### src/rtl/sd_cmd_pkg.sv
package sd_cmd_pkg;

   typedef enum logic [3:0] {
      ST_IDLE, ST_BCNT, ST_TMO, ST_ARG, ST_NCLR, ST_ECLR,
      ST_CMD, ST_POLL, ST_EFAIL, ST_CCLR, ST_FIN
   } seq_state_t;

   localparam int          HC_ADDR_W = 3;
   localparam int          CMD_WORD_W = 14;
   localparam logic [2:0]  REG_BCNT = 3'd0;
   localparam logic [2:0]  REG_TMO  = 3'd1;
   localparam logic [2:0]  REG_ARG  = 3'd2;
   localparam logic [2:0]  REG_NSTS = 3'd3;
   localparam logic [2:0]  REG_ESTS = 3'd4;
   localparam logic [2:0]  REG_CMD  = 3'd5;

endpackage

### src/rtl/sd_cmd_framer.sv
module sd_cmd_framer #(
   parameter int                     IDX_W   = 6,
   parameter int                     N_DATA  = 4,
   parameter logic [N_DATA*IDX_W-1:0] DATA_IDX = {6'd25, 6'd24, 6'd18, 6'd17}
) (
   input  logic [31:0]                        op_i,
   input  logic [1:0]                         rtype_i,
   input  logic                               data_i,
   output logic [sd_cmd_pkg::CMD_WORD_W-1:0]  word_o,
   output logic                               data_eff_o
);
   localparam logic [1:0] RT_SHORT = 2'd2;

   logic [N_DATA-1:0] hit;
   logic              is_data;
   logic [1:0]        rt;
   logic [31:0]       raw;

   generate
      if (N_DATA < 1 || IDX_W != 6) begin : g_bad
         $error("sd_cmd_framer: need at least one data index of six bits");
      end
      for (genvar k = 0; k < N_DATA; k++) begin : g_hit
         assign hit[k] = (op_i[IDX_W-1:0] == DATA_IDX[k*IDX_W +: IDX_W]);
      end
   endgenerate

   assign is_data    = |hit;
   assign rt         = is_data ? RT_SHORT : rtype_i;
   assign data_eff_o = is_data | data_i;

   always_comb begin
      raw        = '0;
      raw[31]    = op_i[31];
      raw[13:8]  = op_i[IDX_W-1:0];
      raw[5]     = data_eff_o;
      raw[4]     = rt[1];
      raw[3]     = (rt != 2'd0);
      raw[1:0]   = rt;
   end

   assign word_o = raw[sd_cmd_pkg::CMD_WORD_W-1:0];
endmodule

### src/rtl/sd_cmd_poll_timer.sv
module sd_cmd_poll_timer #(
   parameter int W = 16
) (
   input  logic         clk,
   input  logic         rst_n,
   input  logic         run_i,
   input  logic [W-1:0] limit_i,
   output logic         expired_o
);
   logic [W-1:0] cnt;

   generate
      if (W < 2) begin : g_bad
         $error("sd_cmd_poll_timer: width too small");
      end
   endgenerate

   always_ff @(posedge clk or negedge rst_n) begin
      if (!rst_n)       cnt <= '0;
      else if (!run_i)  cnt <= '0;
      else if (cnt != limit_i) cnt <= cnt + 1'b1;
   end

   assign expired_o = run_i && (cnt == limit_i);
endmodule

### src/rtl/sd_cmd_issuer.sv
module sd_cmd_issuer #(
   parameter int         BLK_W    = 16,
   parameter int         STS_W    = 16,
   parameter int         POLL_W   = 16,
   parameter logic [7:0] TMO_CODE = 8'h0E,
   parameter int         CC_BIT   = 0,
   parameter int         ERR_BIT  = 15
) (
   input  logic              clk,
   input  logic              rst_n,
   input  logic              req_valid,
   input  logic [31:0]       req_op,
   input  logic [1:0]        req_rtype,
   input  logic              req_data,
   input  logic [31:0]       req_arg,
   input  logic [BLK_W-1:0]  req_blk_cnt,
   input  logic [POLL_W-1:0] poll_limit,
   output logic              busy,
   output logic              done,
   output logic              done_ok,
   output logic [STS_W-1:0]  done_sts,
   output logic [31:0]       resp,
   input  logic              hc_cmd_inhibit,
   input  logic              hc_dat_inhibit,
   input  logic [STS_W-1:0]  hc_norm_sts,
   input  logic [STS_W-1:0]  hc_err_sts,
   input  logic [31:0]       hc_resp,
   output logic              hc_wr_en,
   output logic [2:0]        hc_wr_addr,
   output logic [31:0]       hc_wr_data
);
   import sd_cmd_pkg::*;

   localparam logic [31:0] STS_ONES = 32'((64'd1 << STS_W) - 64'd1);
   localparam logic [31:0] CC_MASK  = 32'd1 << CC_BIT;

   generate
      if (STS_W < 2 || STS_W > 31 || CC_BIT >= STS_W || ERR_BIT >= STS_W
          || CC_BIT == ERR_BIT || BLK_W > 32) begin : g_bad
         $error("sd_cmd_issuer: inconsistent width or bit parameters");
      end
   endgenerate

   seq_state_t              state, nstate;
   logic [31:0]             op_q, arg_q;
   logic [1:0]              rt_q;
   logic                    data_q, ok_q;
   logic [BLK_W-1:0]        blk_q;
   logic [CMD_WORD_W-1:0]   cmd_word;
   logic                    data_eff, guard_fail, err_seen, expired;

   sd_cmd_framer u_framer (
      .op_i       (op_q),
      .rtype_i    (rt_q),
      .data_i     (data_q),
      .word_o     (cmd_word),
      .data_eff_o (data_eff)
   );

   sd_cmd_poll_timer #(.W(POLL_W)) u_timer (
      .clk       (clk),
      .rst_n     (rst_n),
      .run_i     (state == ST_POLL),
      .limit_i   (poll_limit),
      .expired_o (expired)
   );

   assign guard_fail = data_eff && hc_dat_inhibit;
   assign err_seen   = hc_norm_sts[ERR_BIT] || (|hc_err_sts);

   always_comb begin
      nstate = state;
      unique case (state)
         ST_IDLE:  if (req_valid) nstate = hc_cmd_inhibit ? ST_FIN : ST_BCNT;
         ST_BCNT:  nstate = ST_TMO;
         ST_TMO:   nstate = ST_ARG;
         ST_ARG:   nstate = ST_NCLR;
         ST_NCLR:  nstate = ST_ECLR;
         ST_ECLR:  nstate = ST_CMD;
         ST_CMD:   nstate = guard_fail ? ST_FIN : ST_POLL;
         ST_POLL:  if (err_seen)                nstate = ST_EFAIL;
                   else if (hc_norm_sts[CC_BIT]) nstate = ST_CCLR;
                   else if (expired)             nstate = ST_FIN;
         ST_EFAIL: nstate = ST_FIN;
         ST_CCLR:  nstate = ST_FIN;
         ST_FIN:   nstate = ST_IDLE;
         default:  nstate = ST_IDLE;
      endcase
   end

   always_ff @(posedge clk or negedge rst_n) begin
      if (!rst_n) begin
         state    <= ST_IDLE;
         op_q     <= '0;
         arg_q    <= '0;
         rt_q     <= '0;
         data_q   <= 1'b0;
         blk_q    <= '0;
         ok_q     <= 1'b0;
         done_sts <= '0;
         resp     <= '0;
      end else begin
         state <= nstate;
         if (state == ST_IDLE && req_valid) begin
            op_q     <= req_op;
            arg_q    <= req_arg;
            rt_q     <= req_rtype;
            data_q   <= req_data;
            blk_q    <= req_blk_cnt;
            ok_q     <= 1'b0;
            done_sts <= '0;
         end
         if (state == ST_POLL && (err_seen || hc_norm_sts[CC_BIT]))
            done_sts <= hc_norm_sts;
         if (state == ST_CCLR) begin
            resp <= hc_resp;
            ok_q <= 1'b1;
         end
      end
   end

   always_comb begin
      hc_wr_en   = 1'b1;
      hc_wr_addr = REG_BCNT;
      hc_wr_data = '0;
      unique case (state)
         ST_BCNT:  hc_wr_data = 32'(blk_q);
         ST_TMO:   begin hc_wr_addr = REG_TMO;  hc_wr_data = {24'd0, TMO_CODE}; end
         ST_ARG:   begin hc_wr_addr = REG_ARG;  hc_wr_data = arg_q; end
         ST_NCLR:  begin hc_wr_addr = REG_NSTS; hc_wr_data = STS_ONES; end
         ST_ECLR,
         ST_EFAIL: begin hc_wr_addr = REG_ESTS; hc_wr_data = STS_ONES; end
         ST_CMD:   begin
                      hc_wr_addr = REG_CMD;
                      hc_wr_data = 32'(cmd_word);
                      hc_wr_en   = !guard_fail;
                   end
         ST_CCLR:  begin hc_wr_addr = REG_NSTS; hc_wr_data = CC_MASK; end
         default:  hc_wr_en = 1'b0;
      endcase
   end

   assign busy    = (state != ST_IDLE);
   assign done    = (state == ST_FIN);
   assign done_ok = ok_q;
endmodule

### config.mk
export PLATFORM = sky130hd
export DESIGN_NAME = sd_cmd_issuer
export DESIGN_NICKNAME = d
export VERILOG_FILES = /design/src/rtl/sd_cmd_pkg.sv /design/src/rtl/sd_cmd_framer.sv /design/src/rtl/sd_cmd_poll_timer.sv /design/src/rtl/sd_cmd_issuer.sv
export SDC_FILE = /design/constraint.sdc
export NUM_CORES = 1
export LEC_CHECK = 0
export ABC_AREA = 1
export BUFFER_PORTS_ARGS = -buffer_cell sky130_fd_sc_hd__buf_2
export CORE_ASPECT_RATIO = 0.7
export CORE_MARGIN = 5
export CORE_UTILIZATION = 40
export CTS_CLUSTER_SIZE = 12
export DETAILED_ROUTE_END_ITERATION = 7
export HOLD_SLACK_MARGIN = 0.08
export PLACE_DENSITY_LB_ADDON = 0.25
export SLEW_MARGIN = 25
export SYNTH_ARGS = -nofsm -noshare
export SYNTH_HDL_FRONTEND = slang
export SYNTH_SLANG_ARGS = --single-unit
export TNS_END_PERCENT = 10
### constraint.sdc
create_clock -name clk -period 4.74 [get_ports clk]
set_input_delay 1.185 -clock clk [delete_from_list [all_inputs] [get_ports clk]]
set_output_delay 1.185 -clock clk [all_outputs]
set_load 0.02 [all_outputs]
==> results.py, run 1 <==
metrics = {
    "run_status": {
        "status": "finished, final reports clean",
    },
    "clocking": {
        "cts_buffers": 17,
        "cts_buffer_depth": 2,
        "post-cts-setup-buffers": 0,
        "clock_latency_ps": 410,
        "htreeDepth": 4,
        "cts-root-buf": "clkbuf_16",
        "cts_sinks": 126,
        "path_clk_slew_ps": 50,
        "cts_tree": "built",
        "ctsResizeCount": 0,
        "cts_hold_buf": 0,
    },
    "final_layout": {
        "drive_above_1_share_pct": 29.5,
        "design_area_um2": 8160,
        "layout.nets": 1205,
        "area_growth_pct": 29.9,
        "nFillCells": 1499,
        "final_cell_mix": "nand2_1, buf_2, dfrtp_1",
        "final_common_cell": "nand2_1",
    },
    "setup_path": {
        "critPathTopFamily": "buffers and inverters",
        "critPathLaunchType": "register",
        "worstSetupPathType": "register to output port",
        "required_ps": 3560,
        "cp_num_cells": 7,
        "cpMaxStageDelayCell": "dfrtp_1",
        "end_kind": "output port",
        "crit_arrival_ps": 2430,
        "path_cells": "inv_1 -> nand3_1 -> nor2_4 -> buf_4 -> inv_2 -> o2111ai_1 -> buf_2",
        "rr_worst_depth": 5,
        "crit_fanout": 36,
        "setup.reg_to_reg.worst_slack_ps": 2610,
        "path_buf_inv": 4,
        "slowest_delay_ps": 440,
    },
    "run": {
        "drv_cap": 0,
    },
    "floorplan": {
        "dieHeight_um": 115,
        "num_io_pins": 255,
        "die_w_um": 160,
        "start_util_pct": 40.6,
        "fp.coreArea_um2": 15500,
        "rows": 38,
        "die-area_um2": 18300,
    },
    "power_and_ir_drop": {
        "power.total_mw": 5.09,
        "p_sw_mw": 2.05,
        "p_sw_share_pct": 40.3,
        "pwr-share-seq_pct": 33.8,
        "internal-power_mw": 3.04,
        "p_clk_share_pct": 27.8,
        "p_leak_nw": 4.50,
        "pwr-share-comb_pct": 38.4,
        "vdd_drop_max_uv": 330,
        "p_per_area_nw_per_um2": 624,
    },
    "synth": {
        "synth-edff-count": 0,
        "synth_seq_cells": 126,
        "synthFlopType": "dfrtp_1",
        "seq_area_frac_synth_pct": 50.2,
        "ys_async_sr_fraction_pct": 100,
        "synth_area_um2": 6280,
        "syn_nets": 987,
        "ys_types": 36,
        "synth.avg_cell_area_um2": 7.68,
        "post_synth_inst_count": 818,
        "synth_warnings": 0,
    },
    "grt": {
        "grt_max_degree": 80,
        "grt_antenna_before_repair": 1,
        "grt_pass1_wl_mm": 29.4,
        "grt_usage_pct": 19.8,
        "grt_pass1_vias": 5730,
        "overflow": 0,
    },
    "sta": {
        "finalCritPeriodShare_pct": 76.2,
        "fin_crit_ps": 3610,
        "hold_violations": 0,
        "max_slew.worst_pin.slew_ps": 901,
        "clock-skew-final_ps": 9.92,
        "rsz0062_at_grt": "no",
        "setup_tns_ps": 0,
        "maxSlewViolCount": 0,
        "max_clock_freq_mhz": 277,
        "timing.final.ws_setup_ps": 1130,
        "setup_viol": 0,
        "slew_headroom_pct": 39.8,
    },
    "place": {
        "gp_congestion": 0.886,
        "io_buffers": 228,
        "dp_hpwl_mm": 13.5,
        "pre_cts_ws_ps": 1480,
        "placed_area_um2": 7520,
    },
    "routing": {
        "drc": 0,
        "drtPass1Iterations": 5,
        "drtAntennaViolNets": 0,
        "wl_mm": 18.4,
        "viasPerCell": 4.77,
        "routedWlPerCell_um": 14.7,
        "num_vias": 5959,
        "drt_iter0_markers": 490,
    },
    "min_path": {
        "holdCritPathClass": "register to register",
        "min_path_cells": 2,
    },
}
[registers in the layout (all words and copies together), names as in the netlist]
| register | count |
|---|---|
| state | 4 |
| done_sts | 16 |
| done_ok | 1 |
| blk_q | 16 |
| op_q | 6 |
| arg_q | 32 |
| u_timer.cnt | 16 |
| rt_q | 2 |
| data_q | 1 |
| resp | 32 |
[cell families after synthesis]
kind of cell	after synthesis	synth area share [%]
AO/OA/AOI/OAI	63	6.24
XOR/XNOR	3	0.418
adder cells (fa/ha/maj)	1	0.199
buffers and inverters	109	7.57
flip-flops	126	50.2
AND/OR/NAND/NOR	516	35.4
[through the flow]
stage,utilization [%],std cells,hold slack [ps]
2_1_floorplan,-,818,442
3_3_place_gp,48.6,1217,448
3_5_place_dp,48.6,1217,454
4_1_cts,52.8,1249,468
5_1_grt,52.8,1249,480
6_report,52.8,1250,464
[power groups by stage]
stage                     Clock, mW  Combinational [mW]  Sequential, mW
after floorplan                   0                1.09            1.92
after global placement            0                1.96            1.72
after detailed placement          0                1.99            1.73
after CTS                      1.44                1.99            1.72
after global routing           1.49                2.18            1.77
final                          1.41                1.95            1.72
[routing by layer]
metal | GRT usage, % | share of wire, %
met2 | 30.7 | 43
met5 | 0 | 0.071
met1 | 27.1 | 47
met3 | 6.56 | 8.5
met4 | 5.03 | 1.2
[layout make-up]
cell class / instances / area, µm² / share of cell area [%]
Clock buffer: 20 / 457 / 5.60
Multi-Input combinational cell: 583 / 2650 / 32.5
Timing Repair Buffer: 232 / 1180 / 14.4
Clock inverter: 12 / 184 / 2.25
Tap cell: 200 / 250 / 3.07
Sequential cell: 126 / 3150 / 38.6
Antenna cell: 1 / 2.50 / 0.0307
Inverter: 76 / 285 / 3.50
[Yosys cell counts, types with 6 or more instances]
library cell	count	area share, %
nand3_1	54	4.3
nand2_1	351	21
inv_2	15	0.90
o21ai_0	26	2.1
nand2_2	6	0.60
o21ai_1	7	0.56
nor2_4	6	1.1
inv_1	60	3.6
buf_2	23	1.8
nand4_1	20	2.0
a21oi_1	14	1.1
dfrtp_1	126	50
nor2_1	58	3.5
[path summary, 6_finish.rpt]
| path | end | startpoint |
|---|---|---|
| setup reg to reg | u_timer.cnt[13] | state[3] |
| hold / removal | resp[18] | resp[18] |
| max in group asynchronous | done_ok | rst_n |
| setup / recovery | hc_wr_en | state[1] |
| hold reg to reg | resp[18] | resp[18] |
| min in group asynchronous | arg_q[22] | rst_n |
[worst min-delay path: cells and delay by family (launching register included)]
kind,cells,cell delay (ps)
and+or+nand+nor,2,100
DFF,1,340
No activity file was read; power rests on OpenSTA's default activity.
==> run 2, diff against run 1 <==
- clock period: 4.74 -> 2.9 ns (I/O delays scaled with it)
==> run 2 against run 1 <==
Compared with the run above:
- clock power increased by 55%
- clock skew about the same
- largest cell class unchanged
- largest power group unchanged
- highest routed layer unchanged
- non-clock buffer count increased by 9
- critical path type unchanged
==> results.py, run 2 (same netlist as run 1, synthesis figures left out) <==
metrics = {
    "run_status": {
        "status": "finished, final reports clean",
    },
    "setup_path": {
        "critPathLaunchType": "register",
        "crit_arrival_ps": 2050,
        "crit_fanout": 11,
        "rr_worst_depth": 8,
        "setup.reg_to_reg.worst_slack_ps": 880,
        "worstSetupPathType": "register to output port",
        "r2r-end": "op_q[2]",
        "r2r_start": "state[0]",
        "end_kind": "output port",
        "required_ps": 2170,
    },
    "routing": {
        "drtAntennaViolNets": 0,
        "drc": 0,
        "wl_mm": 18.1,
        "drtPass1Iterations": 7,
        "viasPerCell": 4.80,
        "num_vias": 6048,
        "routedWlPerCell_um": 14.4,
        "drt_iter0_markers": 538,
    },
    "sta": {
        "slew_headroom_pct": 53.3,
        "max_clock_freq_mhz": 360,
        "setup_viol": 0,
        "max_slew.worst_pin.slew_ps": 700,
        "hold_violations": 0,
        "maxSlewViolCount": 0,
        "fin_crit_ps": 2770,
        "holdWs_ps": 270,
        "finalCritPeriodShare_pct": 95.7,
        "timing.final.ws_setup_ps": 126,
        "clock-skew-final_ps": 10.0,
    },
    "final_layout": {
        "reg.largest.list": "arg_q x32, resp x32",
        "post-route-util_pct": 53.2,
        "area_growth_pct": 31.0,
        "instances_no_fill": 1259,
        "final_common_cell": "nand2_1",
        "drive_above_1_share_pct": 30.1,
        "final_cell_mix": "nand2_1, buf_2, dfrtp_1",
        "layout.nets": 1214,
        "nFillCells": 1533,
    },
    "power_and_ir_drop": {
        "p_leak_nw": 4.53,
        "p_per_area_nw_per_um2": 1010,
        "vdd_drop_max_uv": 508,
    },
    "grt": {
        "grt_max_degree": 80,
        "grt_antenna_before_repair": 2,
        "grt_pass1_vias": 5823,
        "grt_pass1_wl_mm": 29.6,
        "grt_usage_pct": 19.9,
        "overflow": 0,
    },
    "floorplan": {
        "die-area_um2": 18300,
        "start_util_pct": 40.6,
        "fp.coreArea_um2": 15500,
        "dieHeight_um": 115,
        "die_w_um": 160,
        "rows": 38,
        "num_io_pins": 255,
    },
    "place": {
        "dp_hpwl_mm": 13.3,
        "gp_congestion": 0.847,
        "pre_cts_ws_ps": 428,
        "io_buffers": 228,
        "place_inst": 1221,
    },
    "clocking": {
        "cts_buffer_depth": 2,
        "htreeDepth": 4,
        "clock_latency_ps": 400,
        "cts_hold_buf": 0,
        "path_clk_slew_ps": 60,
        "cts-root-buf": "clkbuf_16",
        "cts_tree": "built",
        "cts_buffers": 17,
        "cts_sinks": 126,
    },
    "min_path": {
        "holdCritPathClass": "input pin to asynchronous set/reset pin",
    },
    "run": {
        "drv_cap": 0,
    },
}
==> run 2: cell count changes in the layout (fill, tap and decap cells not counted), moves of 2 or more <==
cell	delta
buf_4	+9
clkbuf_8	-2
diode_2	+2
clkinv_4	-3
clkinv_2	+2
==> run 2: what timing repair did <==
item                       in CTS  in global routing
buffers inserted                0                  5
resized for setup               0                  8
setup endpoints to repair       0                  2
==> run 2: layer usage <==
layer  global-route usage [%]  routed length, µm  part of all wire [%]
met2                     30.3               7880                    44
met1                     27.5               8490                    47
met5                        0                 13                 0.072
met3                     6.27               1500                   8.3
met4                     5.84                195                   1.1
==> run 2: worst max path at each step <==
stage	from	end	slack, ps
after floorplan	state[3]	hc_wr_data[19]	800
after CTS	state[1]	hc_wr_en	0.6
after detailed placement	state[1]	hc_wr_en	430
final	state[3]	hc_wr_en	130
after global placement	state[1]	hc_wr_en	390
after global routing	state[3]	hc_wr_data[10]	-20
==> run 2: layout make-up <==
type / count / area [µm²] / area share (%)
flip-flops and latches: 126 / 3150 / 38.3
clock inverters: 11 / 168 / 2.04
clock buffers: 19 / 433 / 5.26
repair buffers: 241 / 1260 / 15.3
well taps: 200 / 250 / 3.04
diodes: 3 / 7.51 / 0.0913
multi-input cells: 583 / 2660 / 32.4
inverters: 76 / 292 / 3.54
==> run 2: critical path, cell delays in order, from the launching register on <==
cell        delay [ps]
dfrtp_1            470
nor2_4             200
nand2_1            110
nand3_1            100
buf_4              210
clkinvlp_4         210
o2111ai_2          160
buf_4              210
==> run 2: report_power, final <==
part,internal [mW],switching [mW],total (mW)
combinational,1.11,2.20,3.31
sequential,2.45,0.355,2.81
clock,1.43,0.763,2.19
==> run 2: per-stage QoR <==
step                      area [µm²]  total power [mW]  setup TNS [ps]
after floorplan                 6280              4.93               0
after global placement          7560              6.04               0
after detailed placement        7560              6.10               0
after CTS                       8160              8.32               0
after global routing            8220              8.91           -46.1
final                           8230              8.31               0
